File: src/rtl/dma_seq_pkg.sv
package dma_seq_pkg;

    localparam int IMM_W   = 32;
    localparam int LEN_W   = 4;
    localparam int CNT_W   = 8;
    localparam int BEATS_W = LEN_W + 1;

    typedef enum logic [7:0] {
        OP_END     = 8'h00,
        OP_LOAD    = 8'h04,
        OP_STORE   = 8'h08,
        OP_LOOP    = 8'h20,
        OP_LOOPEND = 8'h38,
        OP_MOV_CCR = 8'hB0,
        OP_MOV_SRC = 8'hB1,
        OP_MOV_DST = 8'hB2
    } opcode_e;

    typedef enum logic [2:0] {
        ST_IDLE,
        ST_FETCH_OP,
        ST_FETCH_ARG,
        ST_EXEC,
        ST_ISSUE,
        ST_WAIT_ACK,
        ST_FAULT
    } state_e;

    typedef struct packed {
        logic [LEN_W-1:0] len_m1;
        logic             size64;
        logic             fixed;
    } side_cfg_t;

    function automatic side_cfg_t src_cfg(logic [IMM_W-1:0] c);
        side_cfg_t s;
        s.len_m1 = c[3:0];
        s.size64 = c[4];
        s.fixed  = c[5];
        return s;
    endfunction

    function automatic side_cfg_t dst_cfg(logic [IMM_W-1:0] c);
        side_cfg_t s;
        s.len_m1 = c[11:8];
        s.size64 = c[12];
        s.fixed  = c[13];
        return s;
    endfunction

    function automatic logic op_known(logic [7:0] op);
        case (op)
            OP_END, OP_LOAD, OP_STORE, OP_LOOP, OP_LOOPEND,
            OP_MOV_CCR, OP_MOV_SRC, OP_MOV_DST: return 1'b1;
            default:                            return 1'b0;
        endcase
    endfunction

    function automatic logic [2:0] arg_bytes(logic [7:0] op);
        case (op)
            OP_MOV_CCR, OP_MOV_SRC, OP_MOV_DST: return 3'd4;
            OP_LOOP:                            return 3'd1;
            default:                            return 3'd0;
        endcase
    endfunction

endpackage

File: src/rtl/dma_seq_prog_mem.sv
module dma_seq_prog_mem #(
    parameter int DEPTH = 64,
    localparam int AW   = $clog2(DEPTH)
) (
    input  logic          clk,
    input  logic          we,
    input  logic [AW-1:0] waddr,
    input  logic [7:0]    wdata,
    input  logic [AW-1:0] raddr,
    output logic [7:0]    rdata
);

    logic [7:0] mem [DEPTH];

    always_ff @(posedge clk) begin
        if (we) begin
            mem[waddr] <= wdata;
        end
    end

    assign rdata = mem[raddr];

endmodule

File: src/rtl/dma_seq_addr_unit.sv
module dma_seq_addr_unit
    import dma_seq_pkg::*;
#(
    parameter int ADDR_W = 32
) (
    input  logic              clk,
    input  logic              rst_n,
    input  logic              load,
    input  logic [IMM_W-1:0]  load_val,
    input  logic              advance,
    input  side_cfg_t         cfg,
    output logic [ADDR_W-1:0] addr
);

    localparam int STEP_W = LEN_W + 4;

    logic [STEP_W-1:0] beats;
    logic [STEP_W-1:0] step;

    always_comb begin
        beats = STEP_W'(cfg.len_m1) + STEP_W'(1);
        if (cfg.fixed) begin
            step = '0;
        end else if (cfg.size64) begin
            step = beats << 3;
        end else begin
            step = beats << 2;
        end
    end

    always_ff @(posedge clk or negedge rst_n) begin
        if (!rst_n) begin
            addr <= '0;
        end else if (load) begin
            addr <= ADDR_W'(load_val);
        end else if (advance) begin
            addr <= addr + ADDR_W'(step);
        end
    end

endmodule

File: src/rtl/dma_seq_loop_ctr.sv
module dma_seq_loop_ctr
    import dma_seq_pkg::*;
#(
    parameter int PC_W = 6
) (
    input  logic             clk,
    input  logic             rst_n,
    input  logic             clear,
    input  logic             arm,
    input  logic [CNT_W-1:0] arm_count,
    input  logic [PC_W-1:0]  arm_pc,
    input  logic             close,
    output logic             active,
    output logic             back,
    output logic [PC_W-1:0]  ret_pc
);

    logic [CNT_W-1:0] cnt_q;

    assign back = active && (cnt_q > CNT_W'(1));

    always_ff @(posedge clk or negedge rst_n) begin
        if (!rst_n) begin
            active <= 1'b0;
            cnt_q  <= '0;
            ret_pc <= '0;
        end else if (clear) begin
            active <= 1'b0;
        end else if (arm) begin
            active <= 1'b1;
            cnt_q  <= arm_count;
            ret_pc <= arm_pc;
        end else if (close) begin
            if (back) begin
                cnt_q <= cnt_q - CNT_W'(1);
            end else begin
                active <= 1'b0;
            end
        end
    end

endmodule

File: src/rtl/dma_seq_channel.sv
module dma_seq_channel
    import dma_seq_pkg::*;
#(
    parameter int PROG_DEPTH = 64,
    parameter int ADDR_W     = 32,
    localparam int PC_W      = $clog2(PROG_DEPTH)
) (
    input  logic              clk,
    input  logic              rst_n,
    input  logic              start,
    input  logic              prog_we,
    input  logic [PC_W-1:0]   prog_waddr,
    input  logic [7:0]        prog_wdata,
    output logic              req_valid,
    input  logic              req_ready,
    output logic              req_write,
    output logic [ADDR_W-1:0] req_addr,
    output logic [BEATS_W-1:0] req_beats,
    output logic              req_size64,
    output logic              req_fixed,
    input  logic              cmp_ack,
    output logic              busy,
    output logic              done,
    output logic              fault
);

    state_e            state_q, state_d;
    logic [PC_W-1:0]   pc_q;
    logic [7:0]        opcode_q;
    logic [IMM_W-1:0]  imm_q;
    logic [2:0]        argcnt_q;
    logic [IMM_W-1:0]  ccr_q;
    logic [7:0]        rdata;

    side_cfg_t         scfg, dcfg, cur_cfg;
    logic [ADDR_W-1:0] src_addr, dst_addr;
    logic              in_exec, is_store, restart;
    logic              loop_active, loop_back;
    logic [PC_W-1:0]   loop_pc;

    assign scfg     = src_cfg(ccr_q);
    assign dcfg     = dst_cfg(ccr_q);
    assign in_exec  = (state_q == ST_EXEC);
    assign is_store = (opcode_q == OP_STORE);
    assign cur_cfg  = is_store ? dcfg : scfg;
    assign restart  = start && (state_q == ST_IDLE || state_q == ST_FAULT);

    dma_seq_prog_mem #(.DEPTH(PROG_DEPTH)) u_mem (
        .clk   (clk),
        .we    (prog_we),
        .waddr (prog_waddr),
        .wdata (prog_wdata),
        .raddr (pc_q),
        .rdata (rdata)
    );

    dma_seq_addr_unit #(.ADDR_W(ADDR_W)) u_src (
        .clk      (clk),
        .rst_n    (rst_n),
        .load     (in_exec && opcode_q == OP_MOV_SRC),
        .load_val (imm_q),
        .advance  (state_q == ST_WAIT_ACK && cmp_ack && !is_store),
        .cfg      (scfg),
        .addr     (src_addr)
    );

    dma_seq_addr_unit #(.ADDR_W(ADDR_W)) u_dst (
        .clk      (clk),
        .rst_n    (rst_n),
        .load     (in_exec && opcode_q == OP_MOV_DST),
        .load_val (imm_q),
        .advance  (state_q == ST_WAIT_ACK && cmp_ack && is_store),
        .cfg      (dcfg),
        .addr     (dst_addr)
    );

    dma_seq_loop_ctr #(.PC_W(PC_W)) u_loop (
        .clk       (clk),
        .rst_n     (rst_n),
        .clear     (restart),
        .arm       (in_exec && opcode_q == OP_LOOP && !loop_active),
        .arm_count (imm_q[IMM_W-1 -: CNT_W]),
        .arm_pc    (pc_q),
        .close     (in_exec && opcode_q == OP_LOOPEND && loop_active),
        .active    (loop_active),
        .back      (loop_back),
        .ret_pc    (loop_pc)
    );

    // State register
    always_ff @(posedge clk or negedge rst_n) begin
        if (!rst_n) begin
            state_q <= ST_IDLE;
        end else begin
            state_q <= state_d;
        end
    end

    // Next-state logic
    always_comb begin
        state_d = state_q;
        unique case (state_q)
            ST_IDLE, ST_FAULT: begin
                if (start) state_d = ST_FETCH_OP;
            end
            ST_FETCH_OP: begin
                if (!op_known(rdata))             state_d = ST_FAULT;
                else if (arg_bytes(rdata) != 3'd0) state_d = ST_FETCH_ARG;
                else                               state_d = ST_EXEC;
            end
            ST_FETCH_ARG: begin
                if (argcnt_q == 3'd1) state_d = ST_EXEC;
            end
            ST_EXEC: begin
                case (opcode_q)
                    OP_END:             state_d = ST_IDLE;
                    OP_LOAD, OP_STORE:  state_d = ST_ISSUE;
                    OP_LOOP:            state_d = loop_active ? ST_FAULT : ST_FETCH_OP;
                    OP_LOOPEND:         state_d = loop_active ? ST_FETCH_OP : ST_FAULT;
                    default:            state_d = ST_FETCH_OP;
                endcase
            end
            ST_ISSUE: begin
                if (req_ready) state_d = ST_WAIT_ACK;
            end
            ST_WAIT_ACK: begin
                if (cmp_ack) state_d = ST_FETCH_OP;
            end
            default: state_d = ST_IDLE;
        endcase
    end

    // Instruction datapath registers
    always_ff @(posedge clk or negedge rst_n) begin
        if (!rst_n) begin
            pc_q     <= '0;
            opcode_q <= 8'h00;
            imm_q    <= '0;
            argcnt_q <= '0;
            ccr_q    <= '0;
        end else begin
            unique case (state_q)
                ST_IDLE, ST_FAULT: begin
                    if (start) pc_q <= '0;
                end
                ST_FETCH_OP: begin
                    opcode_q <= rdata;
                    pc_q     <= pc_q + PC_W'(1);
                    argcnt_q <= arg_bytes(rdata);
                end
                ST_FETCH_ARG: begin
                    imm_q    <= {rdata, imm_q[IMM_W-1:8]};
                    pc_q     <= pc_q + PC_W'(1);
                    argcnt_q <= argcnt_q - 3'd1;
                end
                ST_EXEC: begin
                    if (opcode_q == OP_MOV_CCR) begin
                        ccr_q <= imm_q;
                    end else if (opcode_q == OP_LOOPEND && loop_back) begin
                        pc_q <= loop_pc;
                    end
                end
                ST_ISSUE, ST_WAIT_ACK: ;
                default: ;
            endcase
        end
    end

    // Outputs
    always_comb begin
        req_valid  = (state_q == ST_ISSUE);
        req_write  = is_store;
        req_addr   = is_store ? dst_addr : src_addr;
        req_beats  = BEATS_W'(cur_cfg.len_m1) + BEATS_W'(1);
        req_size64 = cur_cfg.size64;
        req_fixed  = cur_cfg.fixed;
        busy       = (state_q != ST_IDLE) && (state_q != ST_FAULT);
        done       = in_exec && (opcode_q == OP_END);
        fault      = (state_q == ST_FAULT);
    end

endmodule

File: config.mk
export PLATFORM = sky130hd
export DESIGN_NAME = dma_seq_channel
export DESIGN_NICKNAME = d
export VERILOG_FILES = /design/src/rtl/dma_seq_pkg.sv /design/src/rtl/dma_seq_prog_mem.sv /design/src/rtl/dma_seq_addr_unit.sv /design/src/rtl/dma_seq_loop_ctr.sv /design/src/rtl/dma_seq_channel.sv
export SDC_FILE = /design/constraint.sdc
export NUM_CORES = 1
export LEC_CHECK = 0
export BUFFER_PORTS_ARGS = -buffer_cell sky130_fd_sc_hd__buf_4
export CORE_MARGIN = 2
export CORE_UTILIZATION = 30
export DETAILED_ROUTE_END_ITERATION = 10
export PLACE_DENSITY = 0.42
export REMOVE_ABC_BUFFERS = 1
export SLEW_MARGIN = 20
export SYNTH_ARGS = -nofsm -noshare
export SYNTH_HDL_FRONTEND = slang
export SYNTH_SLANG_ARGS = --single-unit
File: constraint.sdc
create_clock -name clk -period 4.6 [get_ports clk]
set_input_delay 0 -clock clk [delete_from_list [all_inputs] [get_ports clk]]
set_output_delay 0 -clock clk [all_outputs]
set_load 0.03 [all_outputs]
==> reports/results.ini, run 1 <==
[outcome]
status=completed

[detailed_routing]
drcViolationCount=0
drtIter0Drc=1608
routed_wl_um=81100
vias=17308
wl_per_cell_um=24.2
ant_nets=0
drt-pass1-iter-count=5
via_per_inst=5.16

[yosys]
ys_seq_area_share_pct=67.0
synth_area_sq_mm=0.0283
ys_warn_count=0
netlist_top_cells_area=edfxtp_1, dfrtp_1, mux4_2
yosys.area.top_type=edfxtp_1
synthMuxAreaShare_pct=11.6
synth_xor_xnor_area_share_pct=0.774
synth-edff-count=512
synth_ff_type=edfxtp_1
synthArstFlopShare_pct=21.8
yosys.cell_types.count=75
synth_common_cells=edfxtp_1, nand2_1, dfrtp_1
synthAdderAreaFrac_pct=1.06
synth-simple-area-share_pct=9.94
synth_top_family_by_area=multiplexers
avgSynthCellArea_sq_um=14.6
synth-compound-area-share_pct=7.44
synth.most_common_cell=edfxtp_1
yosysTopAreaCellShare_pct=54.3
synth_seq_cells=655
synthCells=1943

[cts]
cts_buffers=75
post-cts-setup-buffers=0
postCtsHoldBufs=14
clk_pin_slew_ps=60
clockBufferDepth=3
clock_sinks=655
h-tree-depth=3
post_cts_resize_count=0
clk_latency_ps=630
cts_tree=done
cts_root_buf=clkbuf_16

[sta]
relSlewSlack_pct=27.0
fin_crit_sh_pct=80.8
hold_viol=0
skew_ps=15.2
tns_ps=0
slew_violations=0
max_clock_freq_mhz=269
finalCriticalPeriod_ps=3720
holdWs_ps=29.6
rsz0062_at_grt=false
setup_viol=0
max_slew.worst_pin.slew_ps=1090

[placed_design]
portBuffers=63
globalplace.congestion=0.811
dp_hpwl_um=52000
post_dp_cell_area_sq_mm=0.0303

[grt]
grt_pass1_vias=17669
track_usage_pct=16.7
grt_pass1_wl_um=121000
grt-ovfl-total=0
grt_max_degree=95
antenna_found_initial=0

[power]
power_w=0.0168
p_leak_nw=11.3
max-vdd-ir-drop_mv=0.294
powerDensity_mw_per_mm2=513

[floorplan]
fp.dieW_um=311
dieArea_sq_mm=0.0968
io_pins=64
coreArea_sq_mm=0.0935
start_util_pct=30.3
die_h_um=311
fp-row-count=112

[finish]
final_area_sq_mm=0.0327
drive_gt1_share_pct=18.0
final_util_pct=35.0
final_nets=2081
area_growth_pct=15.6
fillers=9074

[setup_path]
rr_startpoint=pc_q[1]
cp_data_required_time_ps=5080
crit_path_start_kind=flop
crit_path_end_kind=flop
crit_arrival_ps=4200
critical_path_class=flop to flop
setup.worst_path.start=pc_q[1]
path_max_fanout=44

[run]
maxCapViolations=0

[worst_hold_path]
hp-class=primary input to asynchronous set/reset pin

[power breakdown]
part           internal (W)  switching [W]
sequential          0.00675       0.000641
clock               0.00329        0.00243
combinational       0.00161        0.00207
total                0.0117        0.00514
[cells in the final DEF (no fill, tap or decap), drive strengths merged, types with 35 or more instances in the layout]
master,count
mux4,128
buf,108
nand3,35
a21oi,46
nor2,126
inv,40
clkbuf,102
nand2,311
edfxtp,512
o21ai,98
dfrtp,143
[worst paths after layout]
path | slack [ps] | endpoint | depth (start not counted)
min in group clk | 40 | u_mem.mem[48][6] | 3
min | 30 | u_src.addr[30] | 2
max in group asynchronous | 3240 | u_src.addr[17] | 3
max reg2reg | 880 | state_q[2] | 8
max | 880 | state_q[2] | 8
min reg2reg | 480 | u_src.addr[0] | 2
[kinds of logic (layout without fill, tap and decap cells)]
kind of cell             count (synthesis)  in the layout
XOR/XNOR                                25             25
AND/OR/NAND/NOR                        622            622
multiplexers                           164            164
AO/OA/AOI/OAI                          314            314
buffers and inverters                  140            295
flip-flops                             655            655
adder cells (fa/ha/maj)                 23             23
other                                    0              1
[flip-flops by register name (all words and copies together) (netlist names)]
name	count
u_mem.mem	512
u_loop.ret_pc	6
u_loop.cnt_q	8
u_dst.addr	32
opcode_q	8
state_q	3
imm_q	32
argcnt_q	3
u_loop.active	1
ccr_q	12
u_src.addr	32
pc_q	6
[per-stage QoR]
stage,setup WS [ps],instances
CTS,836,3352
finish,883,3353
global route,648,3352
floorplan,-2070,1840
global placement,914,3202
detailed placement,856,3202
[cell type report]
| cell class | instances | area (sq um) | share of cell area [%] |
|---|---|---|---|
| Multi-Input combinational cell | 1148 | 8740 | 26.7 |
| Tap cell | 1254 | 1570 | 4.79 |
| Antenna cell | 1 | 2.50 | 0.00765 |
| Sequential cell | 655 | 19000 | 57.9 |
| Timing Repair Buffer | 122 | 992 | 3.03 |
| Inverter | 37 | 139 | 0.424 |
| Clock inverter | 34 | 243 | 0.742 |
| Clock buffer | 102 | 2080 | 6.36 |
[metal layers]
layer	vias up	global-route usage [%]	routed length [um]
met5	-	0	0
met4	0	4.82	2050
met3	122	2.53	3460
met2	488	26.9	38500
met1	9009	23.4	37100
li1	7689	-	-
[critical path, stage by stage (launching register included)]
cell	delay, ps
dfrtp_4	920
buf_4	500
mux4_2	280
mux2i_1	100
a211oi_1	520
a22oi_1	300
or4b_1	600
a21boi_1	180
o211ai_1	100
Power figures use the tool's default switching activity.
==> inputs of run 2 (changes only) <==
--- a/config.mk
+++ b/config.mk
@@ -5,11 +5,12 @@
 export SDC_FILE = /design/constraint.sdc
 export NUM_CORES = 1
 export LEC_CHECK = 0
+export ABC_AREA = 1
 export BUFFER_PORTS_ARGS = -buffer_cell sky130_fd_sc_hd__buf_4
 export CORE_MARGIN = 2
 export CORE_UTILIZATION = 30
 export DETAILED_ROUTE_END_ITERATION = 10
-export PLACE_DENSITY = 0.42
+export PLACE_DENSITY = 0.44
 export REMOVE_ABC_BUFFERS = 1
 export SLEW_MARGIN = 20
 export SYNTH_ARGS = -nofsm -noshare
==> constraint.sdc (replaced) <==
create_clock -name clk -period 3 [get_ports clk]
set_input_delay 0 -clock clk [delete_from_list [all_inputs] [get_ports clk]]
set_output_delay 0 -clock clk [all_outputs]
set_load 0.03 [all_outputs]
==> run 2 against run 1 <==
Effect of this change:
- combinational power rose to 3.3 times the previous value
- via count is 25% higher
- critical path depth rose by 9
==> reports/results.ini, run 2 <==
[grt]
track_usage_pct=17.1  ; +0.38 points
grt_pass1_wl_um=133000  ; +10%
grt_use_met1_pct=24.1  ; +0.75 points
grtUsageMet3_pct=2.57  ; +0.043 points
grt-ovfl-total=0  ; unchanged
grt_pass1_vias=21276  ; +20%
grt_busiest_layer=met2
antenna_found_initial=0  ; unchanged
grtUsageMet2_pct=27.2  ; +0.22 points
grt_max_degree=97  ; +2.1%

[detailed_routing]
drt-pass1-iter-count=6  ; +1
drtIter0Drc=1812  ; +13%
vias=21683  ; +25%
ant_nets=0  ; unchanged
drcViolationCount=0  ; unchanged
routed_wl_um=88600  ; +9.2%
via_per_inst=4.91  ; -4.8%
wl_per_cell_um=20.1  ; -17%

[floorplan]
fp-row-count=115  ; +2.7%
die_h_um=318  ; +2.2%
dieArea_sq_mm=0.101  ; +4.5%
io_pins=64  ; unchanged
coreArea_sq_mm=0.0981  ; +5.0%
fp.dieW_um=318  ; +2.2%
start_util_pct=30.2  ; -0.12 points

[yosys]
synth_xor_xnor_area_share_pct=1.83  ; +1.1 points
synth-compound-area-share_pct=4.60  ; -2.8 points
synth_common_cells=nand2_1, edfxtp_1, nand3_1
synthMuxAreaShare_pct=0.0719  ; -11 points
ys_seq_area_share_pct=64.0  ; -2.9 points
synthAdderAreaFrac_pct=0.981  ; -0.080 points
avgSynthCellArea_sq_um=10.2  ; -30%
ys_warn_count=0  ; unchanged
yosysTopAreaCellShare_pct=51.9  ; -2.4 points
synth-edff-count=512  ; unchanged
synth.most_common_cell=nand2_1
yosys.cell_types.count=47  ; -37%
synth_top_family_by_area=simple AND/OR/NAND/NOR gates
synth_ff_type=edfxtp_1
yosys.area.top_type=edfxtp_1
synth_area_sq_mm=0.0296  ; +4.6%
synth_seq_cells=655  ; unchanged
synthCells=2902  ; +49%
synth-simple-area-share_pct=23.5  ; +14 points
synthArstFlopShare_pct=21.8  ; unchanged
netlist_top_cells_area=edfxtp_1, dfrtp_1, nand2_1

[setup_path]
cp_data_required_time_ps=3510  ; -1570 ps
cp_num_buf_inv=3  ; +2
r2r_end=u_dst.addr[25]
rr_worst_depth=17  ; +9
rrSetupSlack_ps=100  ; -790 ps
setup.worst_path.start=ccr_q[8]
path_max_fanout=5  ; -89%
crit_path_start_kind=flop
path_cells=buf_6, nand3_2, xor2_2, o22ai_1, ha_1, nand2_1, o21ai_2, nand2_1, a21oi_2, nand2_1, buf_4, nor3_4, buf_4, nand2_1, xor2_1, nand2_1, o221ai_1
cpMaxStageDelayCell=dfrtp_1
crit_top_cell=nand2_1
rr_startpoint=ccr_q[8]
slowest_delay_ps=420  ; -500 ps
critical_path_class=flop to flop
crit_arrival_ps=3410  ; -790 ps
crit_path_end_kind=flop
crit_family=simple AND/OR/NAND/NOR gates

[sta]
skew_ps=28.9  ; +13.6 ps
holdWs_ps=17.0  ; -12.6 ps
max_clock_freq_mhz=344  ; +28%
hold_viol=0  ; unchanged
setup_viol=0  ; unchanged
fin_crit_sh_pct=96.8  ; +16 points
tns_ps=0  ; unchanged
max_slew.worst_pin.slew_ps=928  ; -164 ps
worst_slack_ps=95.5  ; -787 ps
slew_violations=0  ; unchanged
rsz0062_at_grt=true
finalCriticalPeriod_ps=2900  ; -813 ps
relSlewSlack_pct=38.2  ; +11 points

[worst_hold_path]
hold_depth=1
hold_path_end=u_mem.mem[22][6]
hp-class=primary input to flop
holdCritStartpoint=prog_wdata[6]

[cts]
clockBufferDepth=3  ; unchanged
cts_root_buf=clkbuf_16
cts_buffers=78  ; +4.0%
clock_sinks=655  ; unchanged
cts_tree=done
clk_latency_ps=660  ; +30 ps
h-tree-depth=3  ; unchanged
clk_pin_slew_ps=60  ; about the same

[power]
powerDensity_mw_per_mm2=932  ; +82%
seq_power_share_pct=34.0  ; -10 points
p_sw_share_pct=38.6  ; +8.0 points
clock_power_share_pct=29.3  ; -4.7 points
combinationalPowerShare_pct=36.7  ; +15 points
internal-power_w=0.0203  ; +74%
p_leak_nw=13.8  ; +22%
max-vdd-ir-drop_mv=0.508  ; +73%
p_sw_w=0.0128  ; +150%

[placed_design]
portBuffers=63  ; unchanged
dp_hpwl_um=54700  ; +5.3%
place_ws_ps=31.6  ; -824 ps
globalplace.congestion=0.847  ; +4.4%

[finish]
final_common_cell=nand2_1
area_growth_pct=19.6
drive_gt1_share_pct=13.7  ; -4.4 points
mostFrequentLayoutCells=nand2_1, edfxtp_1, nand3_1, buf_4, inv_1
fillers=9734  ; +7.3%
largest_register_ffs=512  ; unchanged
final_nets=3104  ; +49%
regMostFlops=u_mem.mem
diodes=0  ; -1

[outcome]
status=completed

[run]
maxCapViolations=0  ; unchanged

==> run 2: cell type report <==
type                            instances  area (sq um)  share of cell area, %
Clock inverter                         38           418                   1.18
Timing Repair Buffer                  231          2090                   5.91
Tap cell                             1287          1610                   4.55
Sequential cell                       655         19000                   53.6
Multi-Input combinational cell       1944          9520                   26.9
Inverter                              152           581                   1.64
Clock buffer                          105          2220                   6.27
==> run 2: logic make-up after synthesis <==
logic type               Yosys count
AND/OR/NAND/NOR                 1640
XOR/XNOR                          62
flip-flops                       655
adder cells (fa/ha/maj)           22
buffers and inverters            303
AO/OA/AOI/OAI                    218
multiplexers                       2
==> run 2: worst max path at each step <==
stage,endpoint,cells after the start,slack (ps)
floorplan,state_q[2],17,-4530
global placement,u_dst.addr[24],18,10
detailed placement,u_dst.addr[24],18,30
CTS,u_src.addr[22],17,10
global route,u_dst.addr[31],17,-110
finish,u_dst.addr[25],17,100
==> run 2: power by group through the flow <==
| stage | combinational (W) | clock, W | sequential (W) |
|---|---|---|---|
| after floorplan | 0.00701 | 0 | 0.0116 |
| after global placement | 0.0116 | 0 | 0.0114 |
| after detailed placement | 0.0116 | 0 | 0.0114 |
| after CTS | 0.0117 | 0.00994 | 0.0112 |
| after global routing | 0.0134 | 0.0103 | 0.0113 |
| final | 0.0121 | 0.00967 | 0.0112 |
==> run 2: timing repair <==
| item | 4_1_cts | 5_1_grt |
|---|---|---|
| endpoints found under the hold margin | 407 | 0 |
| pin swaps | 0 | 41 |
| setup buffers | 0 | 17 |
| endpoints found under the setup margin | 5 | 29 |
| hold buffers | 14 | 0 |
| cloned | 0 | 3 |
| resized for setup | 4 | 83 |
==> run 2: metal layers <==
metal  share of wire, %  routed length, um
met3                5.3               4690
met2                 46              41200
met5                  0                  0
met1                 46              40800
met4                2.2               1950
==> run 2: metrics by stage <==
stage | total power, W | instances | instance area (sq um) | util [%]
after floorplan | 0.0186 | 2751 | 28700 | -
after global placement | 0.0230 | 4236 | 32000 | 32.6
after detailed placement | 0.0230 | 4236 | 32000 | 32.6
after CTS | 0.0329 | 4393 | 34800 | 35.5
after global routing | 0.0350 | 4412 | 35400 | 36.1
final | 0.0330 | 4412 | 35400 | 36.1
